--- config.mk ---
export PLATFORM = sky130hd
export DESIGN_NAME = supervisor_seq
export DESIGN_NICKNAME = d
export VERILOG_FILES = /design/src/rtl/sup_pkg.sv /design/src/rtl/sup_mr_filter.sv /design/src/rtl/sup_rst_timer.sv /design/src/rtl/sup_wdog.sv /design/src/rtl/supervisor_seq.sv
export SDC_FILE = /design/constraint.sdc
export NUM_CORES = 1
export LEC_CHECK = 0
export BUFFER_PORTS_ARGS = -buffer_cell sky130_fd_sc_hd__buf_2
export CORE_MARGIN = 2
export CORE_UTILIZATION = 60
export DETAILED_ROUTE_END_ITERATION = 8
export HOLD_SLACK_MARGIN = 0.05
export PLACE_DENSITY = 0.78
export SLEW_MARGIN = 20
export SYNTH_ARGS = -nofsm -noshare
export SYNTH_HDL_FRONTEND = slang
export SYNTH_SLANG_ARGS = --single-unit
--- constraint.sdc ---
create_clock -name clk -period 3.35 [get_ports clk]
set_clock_uncertainty 0.15 [all_clocks]
set_input_delay 0.1675 -clock clk [delete_from_list [all_inputs] [get_ports clk]]
set_output_delay 0.1675 -clock clk [all_outputs]
set_load 0.05 [all_outputs]
--- src/rtl/sup_pkg.sv ---
package sup_pkg;

   // counter width able to hold 0 .. n-1
   function automatic int cnt_w(input int n);
      return (n <= 2) ? 1 : $clog2(n);
   endfunction

   typedef enum logic [1:0] {
      OUT_LOCKOUT = 2'd0,
      OUT_MARGIN  = 2'd1,
      OUT_NORMAL  = 2'd2
   } out_mode_e;

endpackage

--- src/rtl/sup_mr_filter.sv ---
module sup_mr_filter #(
   parameter int DEB_CYCLES = 1_000_000
) (
   input  logic clk,
   input  logic rst_n,
   input  logic raw_n,
   output logic filt_n
);
   generate
      if (DEB_CYCLES < 0) begin : g_bad_deb
         $error("sup_mr_filter: DEB_CYCLES must not be negative");
      end

      if (DEB_CYCLES == 0) begin : g_bypass
         always_ff @(posedge clk or negedge rst_n) begin
            if (!rst_n) filt_n <= 1'b1;
            else        filt_n <= raw_n;
         end
      end else begin : g_count
         localparam int W = sup_pkg::cnt_w(DEB_CYCLES);
         localparam logic [W-1:0] LAST = W'(DEB_CYCLES - 1);
         logic [W-1:0] cnt;

         always_ff @(posedge clk or negedge rst_n) begin
            if (!rst_n) begin
               filt_n <= 1'b1;
               cnt    <= '0;
            end else if (!raw_n) begin
               filt_n <= 1'b0;
               cnt    <= '0;
            end else if (!filt_n) begin
               if (cnt == LAST) filt_n <= 1'b1;
               else             cnt    <= cnt + 1'b1;
            end
         end

         // release only once the high run has reached its full length
         a_r6_release_after_run: assert property (@(posedge clk) disable iff (!rst_n)
            $rose(filt_n) |-> $past(cnt) == LAST && $past(raw_n));
      end
   endgenerate

   // a low level is acted on at the next edge
   a_r5_low_passes: assert property (@(posedge clk) disable iff (!rst_n)
      !raw_n |=> !filt_n);

endmodule

--- src/rtl/sup_rst_timer.sv ---
module sup_rst_timer #(
   parameter int RST_CYCLES = 14_000_000
) (
   input  logic clk,
   input  logic rst_n,
   input  logic hold,
   output logic active,
   output logic done
);
   localparam int W = sup_pkg::cnt_w(RST_CYCLES);
   localparam logic [W-1:0] LAST = W'(RST_CYCLES - 1);

   generate
      if (RST_CYCLES < 2) begin : g_bad_rst
         $error("sup_rst_timer: RST_CYCLES must be at least 2");
      end
   endgenerate

   logic [W-1:0] cnt;

   assign done = active && !hold && (cnt == LAST);

   always_ff @(posedge clk or negedge rst_n) begin
      if (!rst_n) begin
         active <= 1'b1;
         cnt    <= '0;
      end else if (hold) begin
         active <= 1'b1;
         cnt    <= '0;
      end else if (active) begin
         if (cnt == LAST) active <= 1'b0;
         else             cnt    <= cnt + 1'b1;
      end
   end

   // any cause restarts the timeout from zero
   a_r4_hold_restarts: assert property (@(posedge clk) disable iff (!rst_n)
      hold |=> active && cnt == '0);

   // release only after the full count with no cause present
   a_r4_full_period: assert property (@(posedge clk) disable iff (!rst_n)
      $fell(active) |-> $past(cnt) == LAST && !$past(hold));

endmodule

--- src/rtl/sup_wdog.sv ---
module sup_wdog #(
   parameter int WD_CYCLES = 160_000_000
) (
   input  logic clk,
   input  logic rst_n,
   input  logic clr,
   input  logic wdi,
   output logic hit
);
   localparam int W = sup_pkg::cnt_w(WD_CYCLES);
   localparam logic [W-1:0] LAST = W'(WD_CYCLES - 1);

   generate
      if (WD_CYCLES < 2) begin : g_bad_wd
         $error("sup_wdog: WD_CYCLES must be at least 2");
      end
   endgenerate

   logic [W-1:0] cnt;
   logic         wdi_q;
   logic         kick;

   assign kick = wdi && !wdi_q;
   assign hit  = !clr && !kick && (cnt == LAST);

   always_ff @(posedge clk or negedge rst_n) begin
      if (!rst_n) begin
         wdi_q <= 1'b0;
         cnt   <= '0;
      end else begin
         wdi_q <= wdi;
         if (clr || kick || hit) cnt <= '0;
         else                    cnt <= cnt + 1'b1;
      end
   end

   // a service edge restarts the count
   a_r8_kick_restarts: assert property (@(posedge clk) disable iff (!rst_n)
      $rose(wdi) |=> cnt == '0);

   // a timeout restarts the count
   a_r7_hit_restarts: assert property (@(posedge clk) disable iff (!rst_n)
      hit |=> cnt == '0);

endmodule

--- src/rtl/supervisor_seq.sv ---
module supervisor_seq #(
   parameter int N_RAILS    = 6,
   parameter int RST_CYCLES = 14_000_000,
   parameter int DEB_CYCLES = 1_000_000,
   parameter int WD_CYCLES  = 160_000_000
) (
   input  logic               clk,
   input  logic               rst_n,
   input  logic               supply_ok,
   input  logic [N_RAILS-1:0] rail_uv,
   input  logic               man_rst_n,
   input  logic               wdi,
   input  logic               margin_n,
   output logic               reset_n,
   output logic               wdo_n,
   output logic [N_RAILS-1:0] rail_fault_n
);
   import sup_pkg::*;

   generate
      if (N_RAILS < 1) begin : g_bad_rails
         $error("supervisor_seq: N_RAILS must be at least 1");
      end
   endgenerate

   logic               mr_filt_n;
   logic               wd_hit;
   logic               active;
   logic               rel;
   logic               pend;
   logic               wd_flag;
   logic [N_RAILS-1:0] rail_q;
   logic               margin_on;
   logic               start_wd;
   logic               hold;
   out_mode_e          mode;

   sup_mr_filter #(.DEB_CYCLES(DEB_CYCLES)) u_mr (
      .clk    (clk),
      .rst_n  (rst_n),
      .raw_n  (man_rst_n),
      .filt_n (mr_filt_n)
   );

   assign margin_on = !margin_n;
   assign start_wd  = (wd_hit || pend) && !margin_on;
   assign hold      = !supply_ok || (|rail_uv) || !man_rst_n || !mr_filt_n || start_wd;

   sup_rst_timer #(.RST_CYCLES(RST_CYCLES)) u_tmr (
      .clk    (clk),
      .rst_n  (rst_n),
      .hold   (hold),
      .active (active),
      .done   (rel)
   );

   sup_wdog #(.WD_CYCLES(WD_CYCLES)) u_wd (
      .clk   (clk),
      .rst_n (rst_n),
      .clr   (!supply_ok || active),
      .wdi   (wdi),
      .hit   (wd_hit)
   );

   always_ff @(posedge clk or negedge rst_n) begin
      if (!rst_n) begin
         pend    <= 1'b0;
         wd_flag <= 1'b0;
         rail_q  <= '0;
      end else begin
         rail_q <= rail_uv;
         if (!supply_ok) begin
            pend    <= 1'b0;
            wd_flag <= 1'b0;
         end else begin
            if (wd_hit && margin_on) pend <= 1'b1;
            else if (!margin_on)     pend <= 1'b0;
            if (start_wd)            wd_flag <= 1'b1;
            else if (rel)            wd_flag <= 1'b0;
         end
      end
   end

   always_comb begin
      if (!supply_ok)     mode = OUT_LOCKOUT;
      else if (margin_on) mode = OUT_MARGIN;
      else                mode = OUT_NORMAL;
   end

   always_comb begin
      unique case (mode)
         OUT_LOCKOUT: begin
            reset_n      = 1'b0;
            wdo_n        = 1'b1;
            rail_fault_n = '0;
         end
         OUT_MARGIN: begin
            reset_n      = 1'b1;
            wdo_n        = 1'b1;
            rail_fault_n = '1;
         end
         default: begin
            reset_n      = !active;
            wdo_n        = !wd_flag;
            rail_fault_n = ~rail_q;
         end
      endcase
   end

   // a timeout inside margin test is kept for later
   a_r10_defer: assert property (@(posedge clk) disable iff (!rst_n)
      (wd_hit && margin_on && supply_ok) |=> pend);

   // a timeout outside margin test starts a reset with the watchdog flag
   a_r7_wd_starts: assert property (@(posedge clk) disable iff (!rst_n)
      (wd_hit && !margin_on && supply_ok) |=> active && wd_flag);

   // lockout clears the deferred timeout
   a_r1_lockout_clears: assert property (@(posedge clk) disable iff (!rst_n)
      !supply_ok |=> !pend && !wd_flag && active);

   // a low rail is latched for the fault outputs
   a_r3_rail_latched: assert property (@(posedge clk) disable iff (!rst_n)
      (|rail_uv) |=> (|rail_q) && active);

endmodule

Word-level counts from Yosys, hierarchy flattened
Cells that the tools add are included. Widths: inputs -> output; s select.

Register bits: 83. Input port bits: 12. Output and inout port bits: 8.

Multiplexer cells: 24. Bitwise operators: 1. Reduce and logical (&&, ||, !) cells: 31. Eq/ne operators: 9. $add $sub $neg: 3.

Operator list (count): $mux 24 (3); $mux 20 (3); $add 28x1->28 const B (1); $eq 28x28->1 const B (1); $mux 28 (1); $add 24x1->24 const B (1); $eq 24x24->1 const B (1); $add 20x1->20 const B (1); $eq 20x20->1 const B (1); $mux 1 (13); $pmux 6 s2 (1); $logic_not 1->1 (10); $logic_or 1x1->1 (8); $logic_and 1x1->1 (7); $ne 3x1->1 const B (2); $not 6->6 (1); $reduce_or 6->1 (1); $mux 2 (2); $ne 2x2->1 const B (2); $reduce_and 2->1 (2); $eq 2x1->1 const B (1); $logic_not 2->1 (1); $ne 2x1->1 const B (1); $pmux 1 s2 (1); other kinds (2) (2).

Logic depth before layout (Yosys ltp)
Gate-level depths: netlist (run 1).

Word-level depth: 14. Gate-level depth with buffers: 8. Gate-level depth less buffers: 6.

Cells and area by module
Synthesis (run 1) repeated with hierarchy kept, for this count alone.

Cells, all modules: 471. Area total of the unflattened synthesis: 4642.0 µm².

Modules (own cells, without submodules): sup_wdog (cells an instance 164, area each 1530.2 µm², seq. area each 725.7 µm², instances 1); sup_rst_timer (cells an instance 149, area each 1496.4 µm², seq. area each 626.9 µm², instances 1); sup_mr_filter (cells an instance 130, area each 1265.0 µm², seq. area each 526.8 µm², instances 1); supervisor_seq (cells an instance 28, area each 350.3 µm², seq. area each 200.2 µm², instances 1).

Worst setup path after synthesis (run 1)
Ideal clock, no wire load.

Path type: register to register. Start point: register u_wd.cnt[0]. End point: register u_tmr.cnt[12]. Required time: 3.081 ns. Data arrival time: 1.818 ns. Stages on the path, launching flop included: 8. Library setup time: 0.119 ns. Setup slack: 1.263 ns. Path through: dfrtp_1 -> ha_1 -> nand3_1 -> or3_1 -> o41ai_2 -> a21o_4 -> buf_6 -> nor2_1.

Cells in the longest elaborated chain, start to end: 7. Elaborated cells between the ends (all ways): 9. Those cells by class: 2 x eq/ne; 1 x mux; 6 x reduce/logical.

Ends and longest elaborated chain: from (decl) (RTL line sup_wdog.sv:19) `logic [W-1:0] cnt;`; from (signal assigned) (RTL line sup_wdog.sv:33) `else cnt <= cnt + 1'b1;`; $eq 28x28->1 (*) (RTL line sup_wdog.sv:24) `assign hit = !clr && !kick && (cnt == LAST);`; $logic_and 1x1->1 (*) (RTL line sup_wdog.sv:24); $logic_or 1x1->1 (*) (RTL line supervisor_seq.sv:46) `assign start_wd = (wd_hit || pend) && !margin_on;`; $logic_and 1x1->1 (*) (RTL line supervisor_seq.sv:46); $logic_or 1x1->1 (*) (RTL line supervisor_seq.sv:47) `assign hold = !supply_ok || (|rail_uv) || !man_rst_n || !mr_filt_n || start_wd;`; $ne 2x1->1 (no line) or $reduce_bool 2->1 (tied branches); $reduce_and 2->1 (no line); to (signal assigned) (RTL line sup_rst_timer.sv:32) `else cnt <= cnt + 1'b1;`; to (decl) (RTL line sup_rst_timer.sv:19) `logic [W-1:0] cnt;`.

Mark *: on every way between the ends. The rest lies on a longest branch, timed or not. A chain may end at the register's enable or synchronous reset.

Worst setup path after layout (run 1)
Start point: register u_wd.cnt[0]. End point: register pend.

Cells in the longest elaborated chain, start to end: 5. Elaborated cells between the ends (all ways): 6. Those cells by class: 2 x eq/ne; 2 x mux; 2 x reduce/logical.

Ends and longest elaborated chain: $eq 28x28->1 (*) (RTL line sup_wdog.sv:24); $logic_and 1x1->1 (*) (RTL line sup_wdog.sv:24); $logic_and 1x1->1 (*) (RTL line supervisor_seq.sv:76) `if (wd_hit && margin_on) pend <= 1'b1;`; $mux 1 (RTL line supervisor_seq.sv:76); $mux 1 (RTL line supervisor_seq.sv:72) `if (!supply_ok) begin`; to (signal assigned) (RTL line supervisor_seq.sv:73) `pend <= 1'b0;`; to (signal assigned) (RTL line supervisor_seq.sv:76); to (signal assigned) (RTL line supervisor_seq.sv:77) `else if (!margin_on) pend <= 1'b0;`; to (decl) (RTL line supervisor_seq.sv:30) `logic pend;`.

Marked as above.

==> flow_metrics.env, run 1 <==
export IMPL_peakVddDrop_mv=0.275
export IMPL_synth_area_top_cells="dfrtp_1 49%, xor2_1 7.7%, nor2_1 5.2%"
export IMPL_p_leak_nw=1.88
export IMPL_cp_slowest_stage_delay_ns=0.55
export IMPL_drive_gt1_share_pct=10.9
export IMPL_grt_use_total_pct=22.8
export IMPL_globalplace_congestion=0.838
export IMPL_drc=0
export IMPL_post_cts_buffers=0
export IMPL_synth_top_cell_area_share_pct=49.2
export IMPL_synth_seq_cells=83
export IMPL_crit_family="simple AND/OR/NAND/NOR gates"
export IMPL_rows=30
export IMPL_clockBufferDepth=2
export IMPL_port_buffers=19
export IMPL_yosysTopAreaCell="dfrtp_1"
export IMPL_yosysMostFrequentCell="dfrtp_1"
export IMPL_setup_tns_ns=0
export IMPL_synth_commonest_cells="81 x dfrtp_1, 57 x nor2_1, 36 x xor2_1, 34 x nand3_1, 26 x nand2_1"
export IMPL_yosys_cell_types_count=45
export IMPL_synth_edf_count=0
export IMPL_fin_area_um2=4590
export IMPL_grt_pass1_vias=2928
export IMPL_antenna_left=0
export IMPL_wirelength_um=7820
export IMPL_die_width_um=86.9
export IMPL_n_antenna_cell=0
export IMPL_final_nets=461
export IMPL_slowest_stage="dlygate4sd3_1"
export IMPL_hold_buffers=11
export IMPL_vias=3067
export IMPL_area_growth_pct=11.5
export IMPL_fin_crit_ns=2.57
export IMPL_crit_path_end_kind="flop"
export IMPL_cts_sinks=83
export IMPL_crit_type="flop to flop"
export IMPL_slew_headroom_pct=51.7
export IMPL_ys_flop_type="dfrtp_1"
export IMPL_min_period_over_period_pct=76.6
export IMPL_postSynthCellCount=414
export IMPL_status="complete, no violations"
export IMPL_core_area_um2=6720
export IMPL_crit_buf_inv=1
export IMPL_cp_cell_sequence="ha_1 -> nand3_1 -> or3_1 -> o41ai_2 -> nand2_1 -> nor2_1 -> dlygate4sd3_1"
export IMPL_path_max_fanout=4
export IMPL_cts_buffers=9
export IMPL_initial_core_util_pct=61.3
export IMPL_die_y_um=86.9
export IMPL_rsz0062_at_grt="no"
export IMPL_dieArea_um2=7540
export IMPL_wl_per_cell_um=14.7
export IMPL_ys_seq_area_share_pct=50.5
export IMPL_finalHoldViolCount=0
export IMPL_grt_overflow_total=0
export IMPL_post_cts_resized=0
export IMPL_powerDensity_nw_per_um2=401
export IMPL_finalSetupViolations=0
export IMPL_startpoint_type="flop"
export IMPL_insertion_delay_ns=0.36
export IMPL_grt_pass1_wl_um=13500
export IMPL_worst_ep_required_time_ns=3.50
export IMPL_htree_levels=3
export IMPL_grt_max_degree=84
export IMPL_max_slew_worst_pin_slew_ns=0.725
export IMPL_drtIter0Drc=198
export IMPL_fmax_ghz=0.390
export IMPL_syn_num_nets=429
export IMPL_synthArstFlopShare_pct=100
export IMPL_routed_via_density=5.78
export IMPL_hpwlAfterDp_um=5150
export IMPL_report_final_slew_viol_count=0
export IMPL_place_area_um2=4270
export IMPL_antenna_found_initial=0
export IMPL_cts_tree="yes"
export IMPL_maxCapViolCount=0
export IMPL_ios=20
export IMPL_avgSynthCellArea_um2=9.95
export IMPL_clk_pin_slew_ns=0.10
export IMPL_drt_first_pass_iters=4
export IMPL_num_fill_cells=531
export IMPL_hold_path_class="input pin to flop"
export IMPL_cp_arrival_ns=2.72
export IMPL_synthesis_area_um2=4120
export IMPL_yosys_warnings=0
export IMPL_root_buffer="clkbuf_8"
[area by class of cell]
class	instances	area, µm²	area share (%)
sequential	83	2080	45.3
multi-input combinational	309	1940	42.2
timing repair buffer	33	234	5.09
clock buffer	9	124	2.70
tap	80	100	2.18
clock inverter	7	82.6	1.80
inverter	10	37.5	0.817
[path summary, 6_finish.rpt]
| kind | startpoint | to | slack [ns] | cells after the start |
|---|---|---|---|---|
| hold / removal | man_rst_n | u_mr.g_count.cnt[16]$_DFFE_PN0P_ | 0.07 | 2 |
| hold reg to reg | u_wd.cnt[0]$_DFF_PN0_ | u_wd.cnt[0]$_DFF_PN0_ | 0.34 | 1 |
| setup / recovery | u_wd.cnt[0]$_DFF_PN0_ | pend$_DFFE_PN0P_ | 0.78 | 7 |
| max in group asynchronous | rst_n | rail_q[5]$_DFF_PN0_ | 2.29 | 2 |
| min in group asynchronous | rst_n | u_wd.cnt[25]$_DFF_PN0_ | 0.26 | 2 |
| setup reg to reg | u_wd.cnt[0]$_DFF_PN0_ | pend$_DFFE_PN0P_ | 0.78 | 7 |
[worst register-to-register path, cell delays in order, from the launching register on]
cell and delay [ns]:
dfrtp_1 0.39, ha_1 0.19, nand3_1 0.15, or3_1 0.42, o41ai_2 0.43, nand2_1 0.13, nor2_1 0.10, dlygate4sd3_1 0.55
[state kept, by name, indices dropped and copies added (netlist names)]
name,count
u_mr.g_count.cnt,20
u_mr.filt_n,1
u_tmr.active,1
u_tmr.cnt,24
pend,1
u_wd.cnt,28
wd_flag,1
u_wd.wdi_q,1
rail_q,6
[routing by layer]
layer | part of all wire [%] | up-vias | track usage, %
met5 | 0 | - | 0
met4 | 1.7 | 0 | 8.10
met3 | 3.5 | 13 | 5.12
met2 | 48 | 47 | 36.0
met1 | 47 | 1481 | 31.2
li1 | - | 1526 | -
[logic make-up (layout without fill, tap and decap cells)]
| group | after synthesis | count (layout) | share of synthesized area (%) |
|---|---|---|---|
| simple gates | 207 | 207 | 26.7 |
| xor+xnor | 54 | 54 | 11.5 |
| compound gates | 44 | 44 | 7.72 |
| fa+ha+maj | 3 | 3 | 0.911 |
| buf+inv | 22 | 59 | 2.49 |
| flops | 83 | 83 | 50.5 |
| mux | 1 | 1 | 0.243 |
[placed cells by master (no fill, tap or decap), types with 2 or more instances in the layout]
master,synthesis,final
nand2_1,26,26
ha_1,3,3
o21a_1,3,3
nand4_1,18,18
dlygate4sd3_1,0,11
dfrtp_1,81,81
nor4_1,6,6
nor4b_1,4,4
inv_6,0,3
o21ai_0,11,11
clkinvlp_4,0,2
clkbuf_8,0,9
or3_1,8,8
nor3_1,10,10
xor2_1,36,36
buf_4,0,3
nand4b_1,2,2
o211ai_1,3,3
or4_1,5,5
inv_1,10,10
and3_1,8,8
dfstp_2,2,2
buf_2,4,18
and4_1,7,7
nand2b_1,3,3
a21boi_0,12,12
nand3_1,34,34
xnor2_1,18,18
nor3_2,2,2
and2_1,10,10
o31ai_1,3,3
nor2_1,57,57
a21oi_1,5,5
[stage by stage]
| step | setup WS (ns) | total power, W | hold slack [ns] | utilization (%) | instances |
|---|---|---|---|---|---|
| final | 0.783 | 0.00184 | 0.0728 | 68.4 | 531 |
| after global routing | 0.555 | 0.00191 | 0.0933 | 68.4 | 531 |
| after CTS | 0.780 | 0.00186 | 0.0757 | 68.3 | 531 |
| after detailed placement | 1.06 | 0.00111 | 0.141 | 63.6 | 504 |
| after global placement | 1.15 | 0.00110 | 0.141 | 63.6 | 504 |
| after floorplan | 1.26 | 0.00107 | -0.278 | - | 414 |
[power breakdown]
| group | leakage (nW) | internal [W] | switching [W] |
|---|---|---|---|
| registers | 1.13 | 0.00101 | 0.00000496 |
| clock network | 0.0988 | 0.000357 | 0.000390 |
| logic | 0.643 | 0.0000238 | 0.0000569 |
| total | 1.88 | 0.00139 | 0.000452 |
Power figures use the tool's default switching activity.
==> run 2: changes to the inputs <==
- ABC_AREA: not set -> 1
- CORE_UTILIZATION: 60 -> 56
- PLACE_DENSITY: 0.78 -> 0.76
- clock period: 3.35 -> 2.1 ns (I/O delays scaled with it)
==> run 2 against run 1 <==
  * Largest power group unchanged
  * Power increased by 64%
  * Wire length up 36%
  * Fmax up 28%
  * First-iteration DRC count grew 26%
  * Non-clock buffer count up 15
==> flow_metrics.env, run 2 <==
export IMPL_synth_seq_cells=83
export IMPL_root_buffer="clkbuf_8"
export IMPL_synth_compound_area_share_pct=8.00
export IMPL_synth_edf_count=0
export IMPL_synthArstFlopShare_pct=100
export IMPL_rsz0062_at_grt="yes"
export IMPL_cp_arrival_ns=2.12
export IMPL_synthesis_area_um2=4780
export IMPL_n_antenna_cell=0
export IMPL_maxCapViolCount=0
export IMPL_drt_first_pass_iters=5
export IMPL_htree_levels=3
export IMPL_hpwlAfterDp_um=7770
export IMPL_report_final_slew_viol_count=0
export IMPL_crit_path_end_kind="flop"
export IMPL_dieArea_um2=9300
export IMPL_synth_adder_area_share_pct=0.785
export IMPL_min_period_over_period_pct=95.6
export IMPL_p_leak_nw=2.26
export IMPL_avgSynthCellArea_um2=7.58
export IMPL_synth_top_family_by_area="simple AND/OR/NAND/NOR gates"
export IMPL_grt_pass1_vias=4128
export IMPL_port_buffers=19
export IMPL_finalHoldViolCount=0
export IMPL_synth_xor_area_share_pct=4.03
export IMPL_top_register="u_wd.cnt"
export IMPL_regArea_um2=2080
export IMPL_hold_path_class="input pin to async pin"
export IMPL_crit_top_cell="nor2_1"
export IMPL_yosys_cell_types_count=39
export IMPL_cts_buffers=9
export IMPL_largest_register_ffs=28
export IMPL_fin_area_um2=5460
export IMPL_clk_pin_slew_ns=0.09
export IMPL_rows=33
export IMPL_routed_via_density=5.47
export IMPL_slew_headroom_pct=70.2
export IMPL_cts_sinks=83
export IMPL_path_max_fanout=5
export IMPL_startpoint_type="flop"
export IMPL_wirelength_um=10700
export IMPL_final_common_cell="nand2_1"
export IMPL_cts_tree="yes"
export IMPL_place_area_um2=5070
export IMPL_grt_use_total_pct=24.5
export IMPL_die_width_um=96.4
export IMPL_synthMuxAreaShare_pct=0
export IMPL_yosysTopAreaCell="dfrtp_1"
export IMPL_crit_type="flop to flop"
export IMPL_antenna_left=0
export IMPL_fin_crit_ns=2.01
export IMPL_globalplace_congestion=0.928
export IMPL_grt_max_degree=57
export IMPL_clockBufferDepth=2
export IMPL_core_area_um2=8260
export IMPL_yosys_warnings=0
export IMPL_grt_overflow_total=0
export IMPL_grt_pass1_wl_um=17900
export IMPL_synthSimpleGateAreaFrac_pct=34.5
export IMPL_cp_slowest_stage_delay_ns=0.41
export IMPL_wl_per_cell_um=13.5
export IMPL_insertion_delay_ns=0.35
export IMPL_syn_num_nets=646
export IMPL_multiInputGateArea_um2=2300
export IMPL_ys_seq_area_share_pct=43.5
export IMPL_final_nets=692
export IMPL_yosysMostFrequentCell="nand2_1"
export IMPL_drc=0
export IMPL_synth_area_top_cells="dfrtp_1 42%, nand2_1 9.4%, inv_1 6.7%"
export IMPL_slowest_stage="dfrtp_1"
export IMPL_synth_top_cell_area_share_pct=42.4
export IMPL_drtIter0Drc=250
export IMPL_drive_gt1_share_pct=15.8
export IMPL_finalSetupViolations=0
export IMPL_num_fill_cells=711
export IMPL_ff2ff_path_depth=13
export IMPL_status="complete, no violations"
export IMPL_ios=20
export IMPL_initial_core_util_pct=57.9
export IMPL_r2r_setup_slack_ns=0.09
export IMPL_layout_common_cells="119 x nand2_1, 85 x inv_1, 81 x dfrtp_1, 76 x nor2_1, 38 x nand3_1"
export IMPL_cp_cell_sequence="ha_1 -> inv_1 -> nor2_1 -> nand2_1 -> nor2_1 -> nand2_1 -> nand2_2 -> buf_4 -> nor2_4 -> nand3_2 -> nor2_1 -> nor2_1 -> nor3_1"
export IMPL_fin_cells=787
export IMPL_vias=4306
export IMPL_top_regs="u_wd.cnt: 28 flops, u_tmr.cnt: 24 flops, u_mr.g_count.cnt: 20 flops"
export IMPL_synth_commonest_cells="120 x nand2_1, 86 x inv_1, 81 x dfrtp_1, 78 x nor2_1, 39 x nand3_1"
export IMPL_dp_cells=759
export IMPL_ys_flop_type="dfrtp_1"
export IMPL_worst_ep_required_time_ns=2.21
export IMPL_powerDensity_nw_per_um2=553
export IMPL_fmax_ghz=0.498
export IMPL_area_growth_pct=14.1
export IMPL_postSynthCellCount=631
export IMPL_die_y_um=96.4
export IMPL_peakVddDrop_mv=0.349
export IMPL_max_slew_worst_pin_slew_ns=0.444
export IMPL_antenna_found_initial=0
==> run 2: cell types whose count changed in the layout (fill, tap and decap cells not counted), moves of 14 or more <==
cell,delta
nor2_1,+19
nand2_1,+93
xor2_1,-16
buf_4,+14
o21ai_1,+15
nor3_1,+18
a21oi_1,+22
xnor2_1,-16
inv_1,+75
==> run 2: critical path, delay by kind of cell, from the launching register on <==
| family | cells | cell delay (ns) |
|---|---|---|
| AND/OR/NAND/NOR | 10 | 0.88 |
| flip-flops | 1 | 0.41 |
| buffers and inverters | 2 | 0.28 |
| adder cells (fa/ha/maj) | 1 | 0.20 |
==> run 2: timing repair <==
action                                  in CTS  in global routing
hold buffers                                11                  0
pin swaps                                    0                  0
cloned                                       0                  0
gates resized for setup                      1                 14
hold endpoints to repair                    99                  0
endpoints found under the setup margin       2                 37
setup buffers                                0                  1
==> run 2: where the power goes <==
| part | total, W | internal, W | switching, W | leakage [nW] |
|---|---|---|---|---|
| sequential | 0.00161 | 0.00161 | 0.00000613 | 1.13 |
| combinational | 0.000142 | 0.0000426 | 0.0000998 | 1.01 |
| clock | 0.00126 | 0.000704 | 0.000560 | 0.111 |
| total | 0.00302 | 0.00235 | 0.000666 | 2.26 |
==> run 2: final cells by class <==
type                       count  area share (%)
multi-input combinational    438            42.1
timing repair buffer          48            6.58
sequential                    83            38.1
inverter                      97            6.76
clock inverter                 4            1.35
tap                          105            2.41
clock buffer                  12            2.66
==> run 2: routing by layer <==
metal	share of wire, %	GRT usage (%)
met5	0	0
met2	48	41.4
met3	4.3	3.65
met1	46	31.3
met4	2.0	11.0
==> run 2: logic make-up (layout without fill, tap and decap cells) <==
family,Yosys count,in the layout
buffers and inverters,110,161
AO/OA/AOI/OAI,70,70
adder cells (fa/ha/maj),3,3
XOR/XNOR,22,22
flip-flops,83,83
AND/OR/NAND/NOR,343,343
==> run 2: final timing paths <==
kind,from,endpoint
min in group clk,rail_uv[4],rail_q[4]$_DFF_PN0_
max reg2reg,u_tmr.cnt[0]$_DFFE_PN0P_,u_tmr.cnt[6]$_DFFE_PN0P_
max,u_tmr.cnt[0]$_DFFE_PN0P_,u_tmr.cnt[6]$_DFFE_PN0P_
min,rst_n,u_wd.cnt[16]$_DFF_PN0_
max in group asynchronous,rst_n,u_tmr.active$_DFF_PN1_
min reg2reg,u_wd.cnt[0]$_DFF_PN0_,u_wd.cnt[0]$_DFF_PN0_
==> run 2: metrics by stage <==
| step | TNS, ns | power, W | util (%) | hold slack [ns] | setup WS (ns) |
|---|---|---|---|---|---|
| floorplan | 0 | 0.00170 | - | -0.341 | 0.284 |
| global placement | 0 | 0.00177 | 61.5 | -0.102 | 0.124 |
| detailed placement | -0.0163 | 0.00177 | 61.5 | -0.0956 | -0.0163 |
| CTS | 0 | 0.00305 | 65.5 | 0.0671 | 0.0139 |
| global route | -0.534 | 0.00313 | 66.1 | 0.106 | -0.0676 |
| finish | 0 | 0.00302 | 66.1 | 0.0631 | 0.0920 |
==> run 3: changes to the inputs <==
- CORE_MARGIN: 2 -> 4
- CTS_CLUSTER_DIAMETER: not set -> 200
==> run 3 against run 2 <==
  * Register-to-register slack got worse by 0.03 ns
  * Critical endpoint is now u_tmr.cnt[19]$_DFFE_PN0P_
  * Worst hold slack better by 0.040 ns
  * Sequential share of layout area down 1.1 points
  * Power increased by 1.0%
  * Sequential power hardly changed
  * Largest power group unchanged
  * First-iteration DRC count down 12%
  * Fmax fell by 1.4%
  * Flip-flop and latch count unchanged
  * Final area increased by 3.2%
  * Clock power about the same
  * Critical path depth rose by 1
  * Critical path type unchanged
==> flow_metrics.env, run 3 (synthesis gave the netlist of run 2 again) <==
export IMPL_area_growth_pct=17.7
export IMPL_fin_cells=795
export IMPL_globalplace_congestion=0.881
export IMPL_p_leak_nw=2.38
export IMPL_routed_via_density=5.48
export IMPL_report_final_slew_viol_count=0
export IMPL_use_met1_pct=28.8
export IMPL_drive_gt1_share_pct=18.0
export IMPL_layout_common_cells="117 x nand2_1, 85 x inv_1, 80 x dfrtp_1, 73 x nor2_1, 39 x nand3_1"
export IMPL_startpoint_type="flop"
export IMPL_cts_sinks=83
export IMPL_antenna_left=0
export IMPL_hold_start="man_rst_n"
export IMPL_core_area_um2=8260
export IMPL_vias=4360
export IMPL_drc=0
export IMPL_hpwlAfterDp_um=7900
export IMPL_final_common_cell="nand2_1"
export IMPL_insertion_delay_ns=0.35
export IMPL_initial_core_util_pct=57.9
export IMPL_rows=33
export IMPL_port_buffers=19
export IMPL_fin_crit_ns=2.04
export IMPL_finalHoldViolCount=0
export IMPL_peakVddDrop_mv=0.468
export IMPL_hold_path_class="input pin to flop"
export IMPL_n_antenna_cell=0
export IMPL_powerDensity_nw_per_um2=542
export IMPL_crit_type="flop to flop"
export IMPL_maxCapViolCount=0
export IMPL_regArea_um2=2080
export IMPL_finalSetupViolations=0
export IMPL_grt_use_total_pct=22.7
export IMPL_setup_tns_ns=0
export IMPL_final_nets=700
export IMPL_slew_headroom_pct=68.6
export IMPL_grt_pass1_wl_um=18600
export IMPL_worst_ep_required_time_ns=2.22
export IMPL_grt_overflow_total=0
export IMPL_fmax_ghz=0.491
export IMPL_antenna_found_initial=0
export IMPL_path_max_fanout=5
export IMPL_dp_cells=759
export IMPL_cts_tree="yes"
export IMPL_grtUsageMet3_pct=3.34
export IMPL_min_period_over_period_pct=97.0
export IMPL_crit_start="u_wd.cnt[0]$_DFF_PN0_"
export IMPL_die_width_um=100
export IMPL_grt_pass1_vias=4256
export IMPL_htree_levels=3
export IMPL_num_fill_cells=668
export IMPL_power_w=0.00305
export IMPL_grt_max_degree=57
export IMPL_cp_arrival_ns=2.16
export IMPL_root_buffer="clkbuf_8"
export IMPL_crit_path_end_kind="flop"
export IMPL_use_met2_pct=39.3
export IMPL_top_regs="u_wd.cnt: 28 flops, u_tmr.cnt: 24 flops, u_mr.g_count.cnt: 20 flops"
export IMPL_clockBufferDepth=2
export IMPL_rsz0062_at_grt="yes"
export IMPL_ios=20
export IMPL_status="complete, no violations"
export IMPL_drtIter0Drc=221
export IMPL_cts_buffers=9
export IMPL_wl_per_cell_um=13.8
export IMPL_die_y_um=100
export IMPL_multiInputGateArea_um2=2350
export IMPL_max_slew_worst_pin_slew_ns=0.467
export IMPL_top_usage_layer="met2"
export IMPL_top_register="u_wd.cnt"
export IMPL_wirelength_um=11000
export IMPL_r2r_start="u_wd.cnt[0]$_DFF_PN0_"
export IMPL_drt_first_pass_iters=4
export IMPL_clk_pin_slew_ns=0.08
export IMPL_largest_register_ffs=28
export IMPL_dieArea_um2=10100
[run 3: stage by stage]
stage | hold WS, ns | util [%] | cell area [µm²] | setup WS (ns)
6_report | 0.103 | 68.2 | 5630 | 0.0626
5_1_grt | 0.110 | 68.2 | 5630 | -0.0402
4_1_cts | 0.0875 | 65.8 | 5440 | 0.00220
3_5_place_dp | -0.115 | 61.6 | 5090 | 0.0633
3_3_place_gp | -0.117 | 61.6 | 5090 | 0.0986
2_1_floorplan | -0.341 | - | 4780 | 0.284
[run 3: per-layer routing]
| metal | up-vias | part of all wire [%] |
|---|---|---|
| li1 | 2159 | - |
| met1 | 2089 | 46 |
| met5 | - | 0 |
| met3 | 17 | 3.4 |
| met2 | 95 | 49 |
| met4 | 0 | 1.7 |
[run 3: path summary, 6_finish.rpt]
check	endpoint	slack, ns	depth (start not counted)
setup reg to reg	u_tmr.cnt[19]$_DFFE_PN0P_	0.06	14
min in group asynchronous	u_mr.g_count.cnt[4]$_DFFE_PN0P_	0.56	3
max in group asynchronous	u_wd.cnt[11]$_DFF_PN0_	0.27	4
hold reg to reg	u_wd.cnt[0]$_DFF_PN0_	0.32	1
setup / recovery	u_tmr.cnt[19]$_DFFE_PN0P_	0.06	14
hold / removal	u_mr.g_count.cnt[15]$_DFFE_PN0P_	0.10	4
[run 3: report_power, final]
part	internal [W]	leakage, nW	switching (W)
logic	0.0000463	1.13	0.000102
clock network	0.000705	0.117	0.000585
registers	0.00161	1.13	0.00000605
[run 3: cell type report]
type                            instances  share of cell area (%)
Clock buffer                           10                    2.44
Clock inverter                          6                    1.56
Inverter                               97                    6.56
Multi-Input combinational cell        438                    41.8
Sequential cell                        83                    37.0
Tap cell                              105                    2.33
Timing Repair Buffer                   56                    8.40
[run 3: repair_timing]
item | in CTS | in global routing
hold buffers | 12 | 0
endpoints found under the setup margin | 1 | 57
cloned | 0 | 3
setup buffers | 0 | 5
hold endpoints to repair | 90 | 0
gates resized for setup | 1 | 27
pin swaps | 0 | 7
[run 3: critical path, cell delays in order (launching register included)]
cell,delay [ns]
dfrtp_1,0.38
ha_2,0.20
nand2_2,0.08
nor2_4,0.15
nand2_4,0.10
nor2_4,0.09
nand3_2,0.10
nand2_2,0.10
nand2_4,0.07
nand3_4,0.13
buf_12,0.13
nand3_2,0.06
nand2_1,0.09
inv_1,0.05
nor2_1,0.09
